===== src/rtl/lsbj_pkg.sv =====
package lsbj_pkg;

    localparam int SLOT_BITS = 32;
    localparam int HALF_W    = 16;
    localparam int LONG_W    = 24;
    localparam int HI_W      = LONG_W - HALF_W;

    typedef enum logic [1:0] {
        FR_IDLE,
        FR_LEFT,
        FR_RIGHT
    } frame_state_t;

    typedef enum logic [1:0] {
        TXQ_FIRST,
        TXQ_SECOND,
        TXQ_FULL
    } txq_state_t;

    typedef enum logic [1:0] {
        RXQ_EMPTY,
        RXQ_FIRST,
        RXQ_SECOND,
        RXQ_ONLY
    } rxq_state_t;

endpackage


===== src/rtl/lsbj_bitclk.sv =====
module lsbj_bitclk #(
    parameter int CLK_DIV = 8
) (
    input  logic clk,
    input  logic rst_n,
    input  logic run,
    output logic ck,
    output logic rise_stb,
    output logic fall_stb
);
    localparam int HALF = CLK_DIV / 2;
    localparam int CW   = (HALF > 1) ? $clog2(HALF) : 1;

    generate
        if (CLK_DIV < 2 || (CLK_DIV % 2) != 0) begin : g_bad_div
            $error("CLK_DIV must be even and at least 2");
        end
    endgenerate

    logic [CW-1:0] cnt;
    logic          wrap;

    assign wrap = (cnt == CW'(HALF - 1));

    always_ff @(posedge clk or negedge rst_n) begin
        if (!rst_n) begin
            cnt <= '0;
            ck  <= 1'b0;
        end else if (!run) begin
            cnt <= '0;
            ck  <= 1'b0;
        end else if (wrap) begin
            cnt <= '0;
            ck  <= ~ck;
        end else begin
            cnt <= cnt + 1'b1;
        end
    end

    // Strobes mark the system clock edge on which ck changes.
    assign rise_stb = run && wrap && !ck;
    assign fall_stb = run && wrap && ck;

endmodule


===== src/rtl/lsbj_framer.sv =====
module lsbj_framer
    import lsbj_pkg::*;
(
    input  logic clk,
    input  logic rst_n,
    input  logic run,
    input  logic rise_stb,
    input  logic fall_stb,
    output logic ws,
    output logic load_stb,
    output logic load_right,
    output logic slot_end,
    output logic slot_right
);
    localparam int PW = $clog2(SLOT_BITS);

    frame_state_t state, state_nxt;
    logic [PW-1:0] pos;
    logic          last;

    assign last = (pos == PW'(SLOT_BITS - 1));

    // State register
    always_ff @(posedge clk or negedge rst_n) begin
        if (!rst_n)      state <= FR_IDLE;
        else if (!run)   state <= FR_IDLE;
        else             state <= state_nxt;
    end

    // Next state
    always_comb begin
        state_nxt = state;
        unique case (state)
            FR_IDLE:  if (fall_stb)         state_nxt = FR_LEFT;
            FR_LEFT:  if (fall_stb && last) state_nxt = FR_RIGHT;
            FR_RIGHT: if (fall_stb && last) state_nxt = FR_LEFT;
            default:                        state_nxt = FR_IDLE;
        endcase
    end

    // Bit position inside the slot
    always_ff @(posedge clk or negedge rst_n) begin
        if (!rst_n) begin
            pos <= '0;
        end else if (!run) begin
            pos <= '0;
        end else if (fall_stb) begin
            if (state == FR_IDLE || last) pos <= '0;
            else                          pos <= pos + 1'b1;
        end
    end

    // Outputs
    always_comb begin
        ws         = (state == FR_RIGHT);
        load_stb   = fall_stb && (state == FR_IDLE || last);
        load_right = (state == FR_LEFT);
        slot_end   = rise_stb && (state != FR_IDLE) && last;
        slot_right = (state == FR_RIGHT);
    end

endmodule


===== src/rtl/lsbj_tx.sv =====
module lsbj_tx
    import lsbj_pkg::*;
(
    input  logic              clk,
    input  logic              rst_n,
    input  logic              run,
    input  logic              mode_24,
    input  logic              wr_en,
    input  logic [HALF_W-1:0] wr_data,
    input  logic              fall_stb,
    input  logic              load_stb,
    output logic              txe,
    output logic              tx_chan,
    output logic              underrun,
    output logic              sd_out
);
    txq_state_t state, state_nxt;
    logic [LONG_W-1:0]    hold;
    logic [SLOT_BITS-1:0] shreg;
    logic [SLOT_BITS-1:0] image;
    logic                 take;
    logic                 consume;

    assign take    = wr_en && (state != TXQ_FULL);
    assign consume = load_stb && (state == TXQ_FULL);

    // State register
    always_ff @(posedge clk or negedge rst_n) begin
        if (!rst_n)    state <= TXQ_FIRST;
        else if (!run) state <= TXQ_FIRST;
        else           state <= state_nxt;
    end

    // Next state: a slot load is judged on the state before this edge
    always_comb begin
        state_nxt = state;
        unique case (state)
            TXQ_FULL:   if (load_stb) state_nxt = TXQ_FIRST;
            TXQ_FIRST:  if (wr_en)    state_nxt = mode_24 ? TXQ_SECOND : TXQ_FULL;
            TXQ_SECOND: if (wr_en)    state_nxt = TXQ_FULL;
            default:                  state_nxt = TXQ_FIRST;
        endcase
    end

    // Half-word packing
    always_ff @(posedge clk or negedge rst_n) begin
        if (!rst_n) begin
            hold <= '0;
        end else if (take) begin
            if (state == TXQ_FIRST && mode_24)
                hold[LONG_W-1:HALF_W] <= wr_data[HI_W-1:0];
            else
                hold[HALF_W-1:0] <= wr_data;
        end
    end

    assign image = mode_24 ? SLOT_BITS'(hold) : SLOT_BITS'(hold[HALF_W-1:0]);

    // Outputs: shifter, channel pointer, sticky underrun
    always_ff @(posedge clk or negedge rst_n) begin
        if (!rst_n) begin
            shreg    <= '0;
            tx_chan  <= 1'b0;
            underrun <= 1'b0;
        end else if (!run) begin
            shreg    <= '0;
            tx_chan  <= 1'b0;
            underrun <= 1'b0;
        end else if (load_stb) begin
            shreg   <= consume ? image : '0;
            tx_chan <= ~tx_chan;
            if (!consume) underrun <= 1'b1;
        end else if (fall_stb) begin
            shreg <= {shreg[SLOT_BITS-2:0], 1'b0};
        end
    end

    assign sd_out = shreg[SLOT_BITS-1];
    assign txe    = (state != TXQ_FULL);

endmodule


===== src/rtl/lsbj_rx.sv =====
module lsbj_rx
    import lsbj_pkg::*;
(
    input  logic              clk,
    input  logic              rst_n,
    input  logic              run,
    input  logic              mode_24,
    input  logic              rd_en,
    input  logic              sd_in,
    input  logic              rise_stb,
    input  logic              slot_end,
    input  logic              slot_right,
    output logic [HALF_W-1:0] rd_data,
    output logic              rxne,
    output logic              rx_chan,
    output logic              overrun
);
    rxq_state_t state, after_rd, state_nxt;
    logic [SLOT_BITS-2:0] shreg;
    logic [SLOT_BITS-1:0] word;
    logic [LONG_W-1:0]    hold;
    logic                 pop;
    logic                 accept;

    assign pop    = rd_en && (state != RXQ_EMPTY);
    assign word   = {shreg, sd_in};

    // Effect of a read alone
    always_comb begin
        after_rd = state;
        unique case (state)
            RXQ_EMPTY:  after_rd = RXQ_EMPTY;
            RXQ_FIRST:  if (pop) after_rd = RXQ_SECOND;
            RXQ_SECOND: if (pop) after_rd = RXQ_EMPTY;
            RXQ_ONLY:   if (pop) after_rd = RXQ_EMPTY;
            default:             after_rd = RXQ_EMPTY;
        endcase
    end

    // A read that empties the register in the arrival cycle frees it
    assign accept = slot_end && (after_rd == RXQ_EMPTY);

    always_comb begin
        state_nxt = after_rd;
        if (accept) state_nxt = mode_24 ? RXQ_FIRST : RXQ_ONLY;
    end

    // State register
    always_ff @(posedge clk or negedge rst_n) begin
        if (!rst_n)    state <= RXQ_EMPTY;
        else if (!run) state <= RXQ_EMPTY;
        else           state <= state_nxt;
    end

    // Deserialiser
    always_ff @(posedge clk or negedge rst_n) begin
        if (!rst_n)        shreg <= '0;
        else if (rise_stb) shreg <= word[SLOT_BITS-2:0];
    end

    // Captured word, channel, sticky overrun
    always_ff @(posedge clk or negedge rst_n) begin
        if (!rst_n) begin
            hold    <= '0;
            rx_chan <= 1'b0;
            overrun <= 1'b0;
        end else if (!run) begin
            rx_chan <= 1'b0;
            overrun <= 1'b0;
        end else if (accept) begin
            hold    <= mode_24 ? word[LONG_W-1:0] : LONG_W'(word[HALF_W-1:0]);
            rx_chan <= slot_right;
        end else if (slot_end) begin
            overrun <= 1'b1;
        end
    end

    // Read port
    always_comb begin
        unique case (state)
            RXQ_FIRST:  rd_data = HALF_W'(hold[LONG_W-1:HALF_W]);
            RXQ_SECOND: rd_data = hold[HALF_W-1:0];
            RXQ_ONLY:   rd_data = hold[HALF_W-1:0];
            default:    rd_data = '0;
        endcase
    end

    assign rxne = (state != RXQ_EMPTY);

endmodule


===== src/rtl/lsbj_audio_serdes.sv =====
module lsbj_audio_serdes
    import lsbj_pkg::*;
#(
    parameter int CLK_DIV = 8
) (
    input  logic              clk,
    input  logic              rst_n,
    input  logic              enable,
    input  logic              mode_24,
    input  logic              wr_en,
    input  logic [HALF_W-1:0] wr_data,
    output logic              txe,
    output logic              tx_chan,
    output logic              underrun,
    input  logic              rd_en,
    output logic [HALF_W-1:0] rd_data,
    output logic              rxne,
    output logic              rx_chan,
    output logic              overrun,
    output logic              ck,
    output logic              ws,
    output logic              sd_out,
    input  logic              sd_in
);
    logic rise_stb;
    logic fall_stb;
    logic load_stb;
    logic load_right;
    logic slot_end;
    logic slot_right;

    lsbj_bitclk #(.CLK_DIV(CLK_DIV)) u_bitclk (
        .clk      (clk),
        .rst_n    (rst_n),
        .run      (enable),
        .ck       (ck),
        .rise_stb (rise_stb),
        .fall_stb (fall_stb)
    );

    lsbj_framer u_framer (
        .clk        (clk),
        .rst_n      (rst_n),
        .run        (enable),
        .rise_stb   (rise_stb),
        .fall_stb   (fall_stb),
        .ws         (ws),
        .load_stb   (load_stb),
        .load_right (load_right),
        .slot_end   (slot_end),
        .slot_right (slot_right)
    );

    lsbj_tx u_tx (
        .clk      (clk),
        .rst_n    (rst_n),
        .run      (enable),
        .mode_24  (mode_24),
        .wr_en    (wr_en),
        .wr_data  (wr_data),
        .fall_stb (fall_stb),
        .load_stb (load_stb),
        .txe      (txe),
        .tx_chan  (tx_chan),
        .underrun (underrun),
        .sd_out   (sd_out)
    );

    lsbj_rx u_rx (
        .clk        (clk),
        .rst_n      (rst_n),
        .run        (enable),
        .mode_24    (mode_24),
        .rd_en      (rd_en),
        .sd_in      (sd_in),
        .rise_stb   (rise_stb),
        .slot_end   (slot_end),
        .slot_right (slot_right),
        .rd_data    (rd_data),
        .rxne       (rxne),
        .rx_chan    (rx_chan),
        .overrun    (overrun)
    );

endmodule


===== config.mk =====
export PLATFORM = sky130hd
export DESIGN_NAME = lsbj_audio_serdes
export DESIGN_NICKNAME = d
export VERILOG_FILES = /design/src/rtl/lsbj_pkg.sv /design/src/rtl/lsbj_bitclk.sv /design/src/rtl/lsbj_framer.sv /design/src/rtl/lsbj_tx.sv /design/src/rtl/lsbj_rx.sv /design/src/rtl/lsbj_audio_serdes.sv
export SDC_FILE = /design/constraint.sdc
export NUM_CORES = 1
export LEC_CHECK = 0
export ABC_CLOCK_PERIOD_IN_PS = 4000
export BUFFER_PORTS_ARGS = -buffer_cell sky130_fd_sc_hd__buf_2
export CORE_MARGIN = 2
export CORE_UTILIZATION = 45
export CTS_CLUSTER_SIZE = 20
export DETAILED_ROUTE_END_ITERATION = 10
export SLEW_MARGIN = 20
export SYNTH_ARGS = -nofsm -noshare
export SYNTH_HDL_FRONTEND = slang
export SYNTH_SLANG_ARGS = --single-unit

===== constraint.sdc =====
create_clock -name clk -period 4 [get_ports clk]
set_clock_uncertainty 0.1 [all_clocks]
set_input_delay 0.8 -clock clk [delete_from_list [all_inputs] [get_ports clk]]
set_output_delay 0.8 -clock clk [all_outputs]
set_load 0.02 [all_outputs]

==> results_dict.tcl, run 1 <==
set metrics [dict create \
    status "finished, final reports clean" \
    ir_worst_vdd_uv 285 \
    drive_above_1_share_pct 31.8 \
    grtUsageTotal_pct 16.9 \
    vias_per_cell 5.42 \
    r2r_cells 6 \
    min_path_type "flop to flop" \
    clkTransAtPathRegs_ns 0.05 \
    cp-startpoint "u_rx.state[1]" \
    grt_pass1_wl_microns 16500 \
    r2r_end "u_tx.shreg[21]" \
    synth_top_cells_by_area "dfrtp_1, mux2_2, a221o_1, and2_1, mux2i_1" \
    reg2reg_from "u_framer.pos[0]" \
    finalMaxSlewViolations 0 \
    intPower_mw 2.23 \
    tns_ns 0 \
    ff2ff_setup_slack_ns 1.50 \
    p_leak_nw 2.94 \
    async_reset_ff_share_pct 100 \
    synth_edf_count 0 \
    die_h_microns 111 \
    n_fill_cell 959 \
    pwr-share-comb_pct 5.3 \
    maxCapViolations 0 \
    die_area_sq_um 12300 \
    synth.avg_cell_area_sq_um 13.3 \
    holdWs_ns 0.341 \
    min_period_ns 2.90 \
    cp_max_fo 20 \
    nNetsFinal 462 \
    timing.slew.headroom_pct 34.3 \
    final_util_pct 53.7 \
    clk_latency_ns 0.40 \
    h-tree-depth 4 \
    synthCells 386 \
    synth_top_area_share_pct 58.9 \
    antenna_found_initial 0 \
    syn_area_sq_um 5140 \
    p_seq_share_pct 47.2 \
    syn_nets 412 \
    clock.fmax_ghz 0.345 \
    post_drt_wl_per_cell_microns 16.2 \
    clkPwrFrac_pct 47.4 \
    fin_crit_sh_pct 72.5 \
    worst-setup-path-type "flop to output pin" \
    critical_path.endpoint_type "output pin" \
    io-pin-count 48 \
    powerDensity_nw_per_um2 468 \
    worstMarginPinSlew_ns 0.978 \
    cts_buffers 17 \
    start_kind "flop" \
    dpl.hpwl_microns 5940 \
    place_ws_ns 1.01 \
    via_count 3190 \
    cts_tree "yes" \
    grt-ovfl-total 0 \
    design_area_sq_um 6050 \
    placed_cells 560 \
    critical_path_arrival_ns 2.00 \
    grt_pass1_vias 3289 \
    finalWorstSetupSlack_ns 1.10 \
    synth.distinct_cells 44 \
    die_w_microns 111 \
    antenna_cells 0 \
    setup_violations 0 \
    drt_first_pass_iters 4 \
    rsz0062_at_grt "false" \
    gp_congestion 0.705 \
    p_total_mw 2.83 \
    rows 39 \
    yosysTopAreaCell "dfrtp_1" \
    cts_resized 0 \
    drc_errors 0 \
    routed_wl_microns 9560 \
    dr.first_iter.drc_count 133 \
    clock-sinks 121 \
    grt_max_degree 69 \
    cts_buffer_depth 2 \
    post-synth-top-count-cell "dfrtp_1" \
    post_cts_buffers 0 \
    hold_viol 0 \
    synth-seq-cells 121 \
    start_util_pct 45.6 \
    synth_commonest_cells "dfrtp_1, mux2_2, and2_1, a221o_1, nand2_1" \
    yosysSeqAreaShare_pct 58.9 \
    p_sw_mw 0.600 \
    fin_cells 589 \
    synth_flop_cell "dfrtp_1" \
    area_growth_pct 17.7 \
    postPlaceCellArea_sq_um 5530 \
    clockRootBuffer "clkbuf_16" \
    swShare_pct 21.2 \
    core_sq_um 11300 \
    final_antenna_net_count 0 \
    critPathRequiredTime_ns 3.10 \
    synth_warnings 0 \
    port_buffers 47 \
    crit_path_end "rd_data[4]" \
    hold_buffers 0 \
]
## per-layer routing
metal / routed length [microns] / GRT usage (%) / share of wire, % / up-vias
met5: 0 / 0 / 0 / -
met4: 155 / 6.50 / 1.6 / 0
met3: 389 / 5.14 / 4.1 / 14
met2: 4350 / 25.2 / 46 / 54
met1: 4660 / 23.4 / 49 / 1630
li1: - / - / - / 1492
## final cells by class
class | count | area, sq um | area share (%)
Clock inverter | 3 | 15.0 | 0.248
Inverter | 11 | 41.3 | 0.683
Sequential cell | 121 | 3030 | 50.1
Multi-Input combinational cell | 230 | 1950 | 32.3
Clock buffer | 26 | 509 | 8.42
Timing Repair Buffer | 55 | 323 | 5.34
Tap cell | 143 | 179 | 2.96
## power by group through the flow
stage | logic [mW] | clock network, mW | registers, mW
finish | 0.151 | 1.34 | 1.34
global route | 0.173 | 1.44 | 1.35
CTS | 0.157 | 1.37 | 1.34
detailed placement | 0.156 | 0 | 1.36
global placement | 0.152 | 0 | 1.36
floorplan | 0.100 | 0 | 1.34
## critical path: stages, from the launching register on
cell and delay [ns]:
dfrtp_1 0.60, nor2b_1 0.59, a22o_1 0.24, buf_2 0.17
## worst min-delay path by stage
stage               depth (start not counted)            start  slack, ns               to
finish                                      1  u_bitclk.cnt[0]       0.34  u_bitclk.cnt[0]
global route                                1  u_bitclk.cnt[0]       0.37  u_bitclk.cnt[0]
CTS                                         1  u_bitclk.cnt[0]       0.35  u_bitclk.cnt[0]
detailed placement                          1  u_bitclk.cnt[0]       0.34  u_bitclk.cnt[0]
global placement                            1  u_bitclk.cnt[0]       0.33  u_bitclk.cnt[0]
floorplan                                   1  u_bitclk.cnt[0]       0.31  u_bitclk.cnt[0]
## cells by family (layout without fill, tap and decap cells)
| family | after synthesis | in the layout | synth area share [%] |
|---|---|---|---|
| xor gates and xnor gates | 2 | 2 | 0.341 |
| and+or+nand+nor | 87 | 87 | 10.1 |
| adders and majority gates | 3 | 3 | 0.730 |
| DFF | 121 | 121 | 58.9 |
| AOI/OAI and AO/OA | 63 | 63 | 10.7 |
| muxes | 75 | 75 | 16.2 |
| buffers and inverters | 35 | 95 | 3.09 |
## sequential cells by signal, summed over array words and instances (netlist names)
| signal | cells |
|---|---|
| u_tx.shreg | 32 |
| u_rx.shreg | 23 |
| u_tx.underrun | 1 |
| u_bitclk.cnt | 2 |
| u_bitclk.ck | 1 |
| u_tx.state | 2 |
| u_rx.rx_chan | 1 |
| u_tx.tx_chan | 1 |
| u_tx.hold | 24 |
| u_rx.state | 2 |
| u_framer.pos | 5 |
| u_rx.hold | 24 |
| u_rx.overrun | 1 |
| u_framer.state | 2 |
## cell usage in the layout, fill, tap and decap left out, types with 2 or more instances in the layout
master	n
dfrtp_1	121
and2_1	32
nor2_1	2
nor2b_1	4
nor3b_1	3
xor2_1	2
a32o_1	2
clkbuf_8	5
o21ai_0	5
buf_4	7
o21a_1	2
mux2_2	55
nand3_1	8
mux2_1	9
mux2i_1	11
clkbuf_1	4
a21boi_0	10
inv_1	11
a221o_1	23
buf_12	2
clkbuf_16	17
clkinv_2	3
a22o_1	12
o21bai_1	2
ha_1	3
a31oi_1	2
or3_1	2
nand2_1	21
buf_2	46
and3_1	3
(Power assumes the default switching activity.)
==> run 2: changes to the inputs <==
--- a/config.mk
+++ b/config.mk
@@ -5,12 +5,13 @@
 export SDC_FILE = /design/constraint.sdc
 export NUM_CORES = 1
 export LEC_CHECK = 0
-export ABC_CLOCK_PERIOD_IN_PS = 4000
+export ABC_CLOCK_PERIOD_IN_PS = 2570
 export BUFFER_PORTS_ARGS = -buffer_cell sky130_fd_sc_hd__buf_2
 export CORE_MARGIN = 2
 export CORE_UTILIZATION = 45
 export CTS_CLUSTER_SIZE = 20
 export DETAILED_ROUTE_END_ITERATION = 10
+export PLACE_DENSITY = 0.66
 export SLEW_MARGIN = 20
 export SYNTH_ARGS = -nofsm -noshare
 export SYNTH_HDL_FRONTEND = slang
==> constraint.sdc (replaced) <==
create_clock -name clk -period 2.57 [get_ports clk]
set_clock_uncertainty 0.1 [all_clocks]
set_input_delay 0.514 -clock clk [delete_from_list [all_inputs] [get_ports clk]]
set_output_delay 0.514 -clock clk [all_outputs]
set_load 0.02 [all_outputs]
==> results_dict.tcl, run 2 (synthesis results as in run 1) <==
set metrics [dict create \
    nNetsFinal 469 \
    antenna_cells 0 \
    drt_first_pass_iters 4 \
    reg_top3 "u_tx.shreg x32, u_rx.hold x24, u_tx.hold x24" \
    largest_register "u_tx.shreg" \
    drive_above_1_share_pct 33.2 \
    critPathRequiredTime_ns 2.80 \
    cp_slowest_cell "nor4_2" \
    hold_depth 2 \
    rows 39 \
    grtUsageTotal_pct 16.8 \
    grt_pass1_vias 3316 \
    layout_common_cells "dfrtp_1, mux2_2, buf_2, and2_1, a221o_1" \
    ir_worst_vdd_uv 422 \
    critPathTopFamily "simple AND/OR/NAND/NOR gates" \
    grt_pass1_wl_microns 16500 \
    start_kind "flop" \
    hp-start "wr_data[14]" \
    die_w_microns 111 \
    tns_ns 0 \
    core_sq_um 11300 \
    r2r_cells 6 \
    r2r_end "u_tx.shreg[22]" \
    start_util_pct 45.6 \
    die_area_sq_um 12300 \
    cts_buffers 17 \
    gp_congestion 0.709 \
    routed_wl_microns 9590 \
    area_growth_pct 20.7 \
    cp_max_fo 8 \
    hold_viol 0 \
    rsz0062_at_grt "false" \
    timing.slew.headroom_pct 44.4 \
    p_leak_nw 3.01 \
    dr.first_iter.drc_count 126 \
    worstMarginPinSlew_ns 0.827 \
    vias_per_cell 5.34 \
    final_antenna_net_count 0 \
    crit_top_cell "ha_1" \
    post_cts_buffers 0 \
    largest_register_ffs 32 \
    clk_latency_ns 0.40 \
    ff2ff_setup_slack_ns 0.28 \
    cts_tree "yes" \
    clkTransAtPathRegs_ns 0.05 \
    h-tree-depth 4 \
    antenna_found_initial 0 \
    cts_buffer_depth 2 \
    slowest_delay_ns 0.63 \
    grt-ovfl-total 0 \
    clock-sinks 121 \
    cp_num_buf_inv 0 \
    worst-setup-path-type "flop to flop" \
    status "finished, final reports clean" \
    critical_path_arrival_ns 2.52 \
    maxCapViolations 0 \
    post_drt_wl_per_cell_microns 16.0 \
    finalMaxSlewViolations 0 \
    hold_path_end "u_tx.hold[14]" \
    io-pin-count 48 \
    port_buffers 47 \
    die_h_microns 111 \
    min_path_type "primary input to flop" \
    clockRootBuffer "clkbuf_16" \
    layout_commonest_cell "dfrtp_1" \
    grt_max_degree 58 \
    min_period_ns 2.29 \
    powerDensity_nw_per_um2 762 \
    p_total_mw 4.73 \
    final_util_pct 55.1 \
    clock.fmax_ghz 0.437 \
    fin_crit_sh_pct 89.0 \
    reg2reg_from "u_framer.pos[0]" \
    dpl.hpwl_microns 6130 \
    setup_violations 0 \
    crit_chain "ha_1, and3_1, ha_1, o21ba_2, nor4_2, a221o_1" \
    drc_errors 0 \
    via_count 3194 \
    critical_path.endpoint_type "flop" \
]
-- run 2: cell types whose count changed in the layout (fill, tap and decap cells not counted), sizes merged --
cell | before | now
buf | 55 | 61
bufinv | 0 | 3
clkbuf | 26 | 24
clkinv | 3 | 2
clkinvlp | 0 | 2
dlygate4sd3 | 0 | 1
-- run 2: worst max-delay path by stage --
stage | slack (ns) | end | start | cells past startpoint
final | 0.28 | u_tx.shreg[22] | u_framer.pos[0] | 6
after global routing | 0.08 | u_tx.shreg[22] | u_framer.pos[0] | 6
after CTS | 0.14 | u_tx.shreg[12] | u_framer.pos[0] | 6
after detailed placement | 0.15 | u_tx.shreg[12] | u_framer.pos[0] | 6
after global placement | 0.25 | u_tx.shreg[15] | u_framer.pos[0] | 6
after floorplan | 0.39 | u_rx.hold[10] | u_framer.pos[0] | 7
-- run 2: final cells by class --
class                      instances  area [sq um]
tap                              143           179
multi-input combinational        230          1960
timing repair buffer              62           390
fill                             925          5070
clock buffer                      24           492
sequential                       121          3030
clock inverter                     7           115
inverter                          11          41.3
-- run 2: per-layer routing --
| layer | global-route usage, % | vias up | wire length (microns) | part of all wire, % |
|---|---|---|---|---|
| met4 | 6.50 | 0 | 101 | 1.1 |
| met5 | 0 | - | 0 | 0 |
| met2 | 25.8 | 53 | 4610 | 48 |
| met3 | 5.19 | 10 | 391 | 4.1 |
| met1 | 22.5 | 1627 | 4490 | 47 |
| li1 | - | 1504 | - | - |
-- run 2: per-stage QoR --
step / cell area (sq um) / setup slack, ns / cells / hold slack [ns]
6_report: 6210 / 0.282 / 598 / 0.242
5_1_grt: 6210 / 0.0751 / 598 / 0.239
4_1_cts: 6200 / 0.137 / 598 / 0.228
3_5_place_dp: 5580 / 0.155 / 566 / 0.300
3_3_place_gp: 5580 / 0.254 / 566 / 0.299
2_1_floorplan: 5140 / 0.391 / 386 / 0.118
-- run 2: what timing repair did --
item                       4_1_cts  5_1_grt
hold buffers                     1        0
hold endpoints to repair        15        0
resized for setup                0        1
setup endpoints to repair        0       11
-- run 2: power breakdown --
group	switching (mW)	internal, mW
registers	0.0687	2.02
clock network	0.783	1.62
logic	0.117	0.126
total	0.969	3.76
==> run 3: changes to the inputs <==
--- a/config.mk
+++ b/config.mk
@@ -11,8 +11,9 @@
 export CORE_UTILIZATION = 45
 export CTS_CLUSTER_SIZE = 20
 export DETAILED_ROUTE_END_ITERATION = 10
-export PLACE_DENSITY = 0.66
+export PLACE_DENSITY = 0.74
 export SLEW_MARGIN = 20
 export SYNTH_ARGS = -nofsm -noshare
 export SYNTH_HDL_FRONTEND = slang
 export SYNTH_SLANG_ARGS = --single-unit
+export TNS_END_PERCENT = 5
==> results_dict.tcl, run 3 (synthesis results as in run 1) <==
set metrics [dict create \
    drc_errors 0 \
    dr.first_iter.drc_count 207 \
    rsz0062_at_grt "false" \
    largest_register "u_tx.shreg" \
    n_fill_cell 936 \
    cp_slowest_cell "nor4_2" \
    design_area_sq_um 6190 \
    via_count 3234 \
    clock.fmax_ghz 0.436 \
    postPlaceCellArea_sq_um 5580 \
    path_depth 6 \
    grtUsageTotal_pct 17.3 \
    nNetsFinal 469 \
    final_util_pct 54.9 \
    drive_above_1_share_pct 33.2 \
    fin_cells 598 \
    cp-startpoint "u_framer.pos[0]" \
    reg_top3 "u_tx.shreg x32, u_rx.hold x24, u_tx.hold x24" \
    slowest_delay_ns 0.62 \
    status "finished, final reports clean" \
    die_w_microns 111 \
    rows 39 \
    grt_pass1_wl_microns 16900 \
    clockRootBuffer "clkbuf_16" \
    fin_crit_sh_pct 89.2 \
    antenna_cells 0 \
    hold_depth 2 \
    cp_num_buf_inv 0 \
    powerDensity_nw_per_um2 758 \
    gp_congestion 0.702 \
    grt_max_degree 53 \
    cts_buffers 17 \
    grt_pass1_vias 3369 \
    ff2ff_setup_slack_ns 0.28 \
    die_area_sq_um 12300 \
    start_kind "flop" \
    vias_per_cell 5.41 \
    routed_wl_microns 9740 \
    cts_tree "yes" \
    dpl.hpwl_microns 6340 \
    critPathRequiredTime_ns 2.82 \
    tns_ns 0 \
    hp-start "wr_data[13]" \
    critical_path_arrival_ns 2.54 \
    drt_first_pass_iters 4 \
    ir_worst_vdd_uv 483 \
    p_total_mw 4.69 \
    clk_latency_ns 0.41 \
    crit_top_cell "ha_1" \
    layout_common_cells "dfrtp_1, mux2_2, buf_2, and2_1, a221o_1" \
    clkTransAtPathRegs_ns 0.05 \
    cp_max_fo 12 \
    setup_violations 0 \
    critical_path.endpoint_type "flop" \
    crit_chain "ha_1, and3_1, ha_1, o21ba_2, nor4_2, a221o_1" \
    min_path_type "primary input to flop" \
    hold_viol 0 \
    finalMaxSlewViolations 0 \
    maxCapViolations 0 \
    r2r_cells 6 \
    h-tree-depth 4 \
    finalWorstSetupSlack_ns 0.278 \
    final_antenna_net_count 0 \
    critPathTopFamily "simple AND/OR/NAND/NOR gates" \
    core_sq_um 11300 \
    placed_cells 566 \
    port_buffers 47 \
    io-pin-count 48 \
    layout_commonest_cell "dfrtp_1" \
    post_drt_wl_per_cell_microns 16.3 \
    area_growth_pct 20.3 \
    cts_buffer_depth 2 \
    min_period_ns 2.29 \
    grt-ovfl-total 0 \
    p_leak_nw 3.01 \
    holdWs_ns 0.236 \
    clock-sinks 121 \
    reg2reg_from "u_framer.pos[0]" \
    start_util_pct 45.6 \
    antenna_found_initial 0 \
    worst-setup-path-type "flop to flop" \
    largest_register_ffs 32 \
    place_ws_ns 0.119 \
    worstMarginPinSlew_ns 0.795 \
    timing.slew.headroom_pct 46.6 \
    die_h_microns 111 \
]
## run 3: changes by cell type in the layout (fill, tap and decap cells not counted)
cell / change
clkbuf_8: -2
clkinv_2: +3
clkinvlp_4: -1
## run 3: where the power goes
part	leakage (nW)	internal [mW]	switching, mW
combinational	1.13	0.128	0.122
sequential	1.59	2.02	0.0727
clock	0.290	1.56	0.792
total	3.01	3.71	0.986
## run 3: final timing paths
kind | endpoint
max | u_tx.shreg[21]
min | u_tx.hold[13]
max reg2reg | u_tx.shreg[21]
min reg2reg | u_bitclk.cnt[0]
max in group asynchronous | u_tx.underrun
min in group asynchronous | u_tx.hold[13]
## run 3: worst reg2reg max path, cell delays in order (launching register included)
cell	delay, ns
dfrtp_1	0.38
ha_1	0.19
and3_1	0.16
ha_1	0.24
o21ba_2	0.27
nor4_2	0.62
a221o_1	0.27
## run 3: layout make-up
type	instances	area, sq um	share of cell area, %
clock inverter	9	123	1.98
clock buffer	22	464	7.50
inverter	11	41.3	0.667
sequential	121	3030	48.9
timing repair buffer	62	390	6.31
tap	143	179	2.89
multi-input combinational	230	1960	31.7
## run 3: timing repair
action,4_1_cts,5_1_grt
gates resized for setup,0,1
endpoints found under the hold margin,32,0
buffers inserted,0,0
setup endpoints to repair,0,16
hold buffers,1,0
## run 3: per-layer routing
layer	share of wire (%)	global-route usage [%]	vias up
met5	0	0	-
met4	1.2	6.92	0
met3	4.9	5.90	14
met2	49	26.3	65
met1	45	22.8	1651
li1	-	-	1504
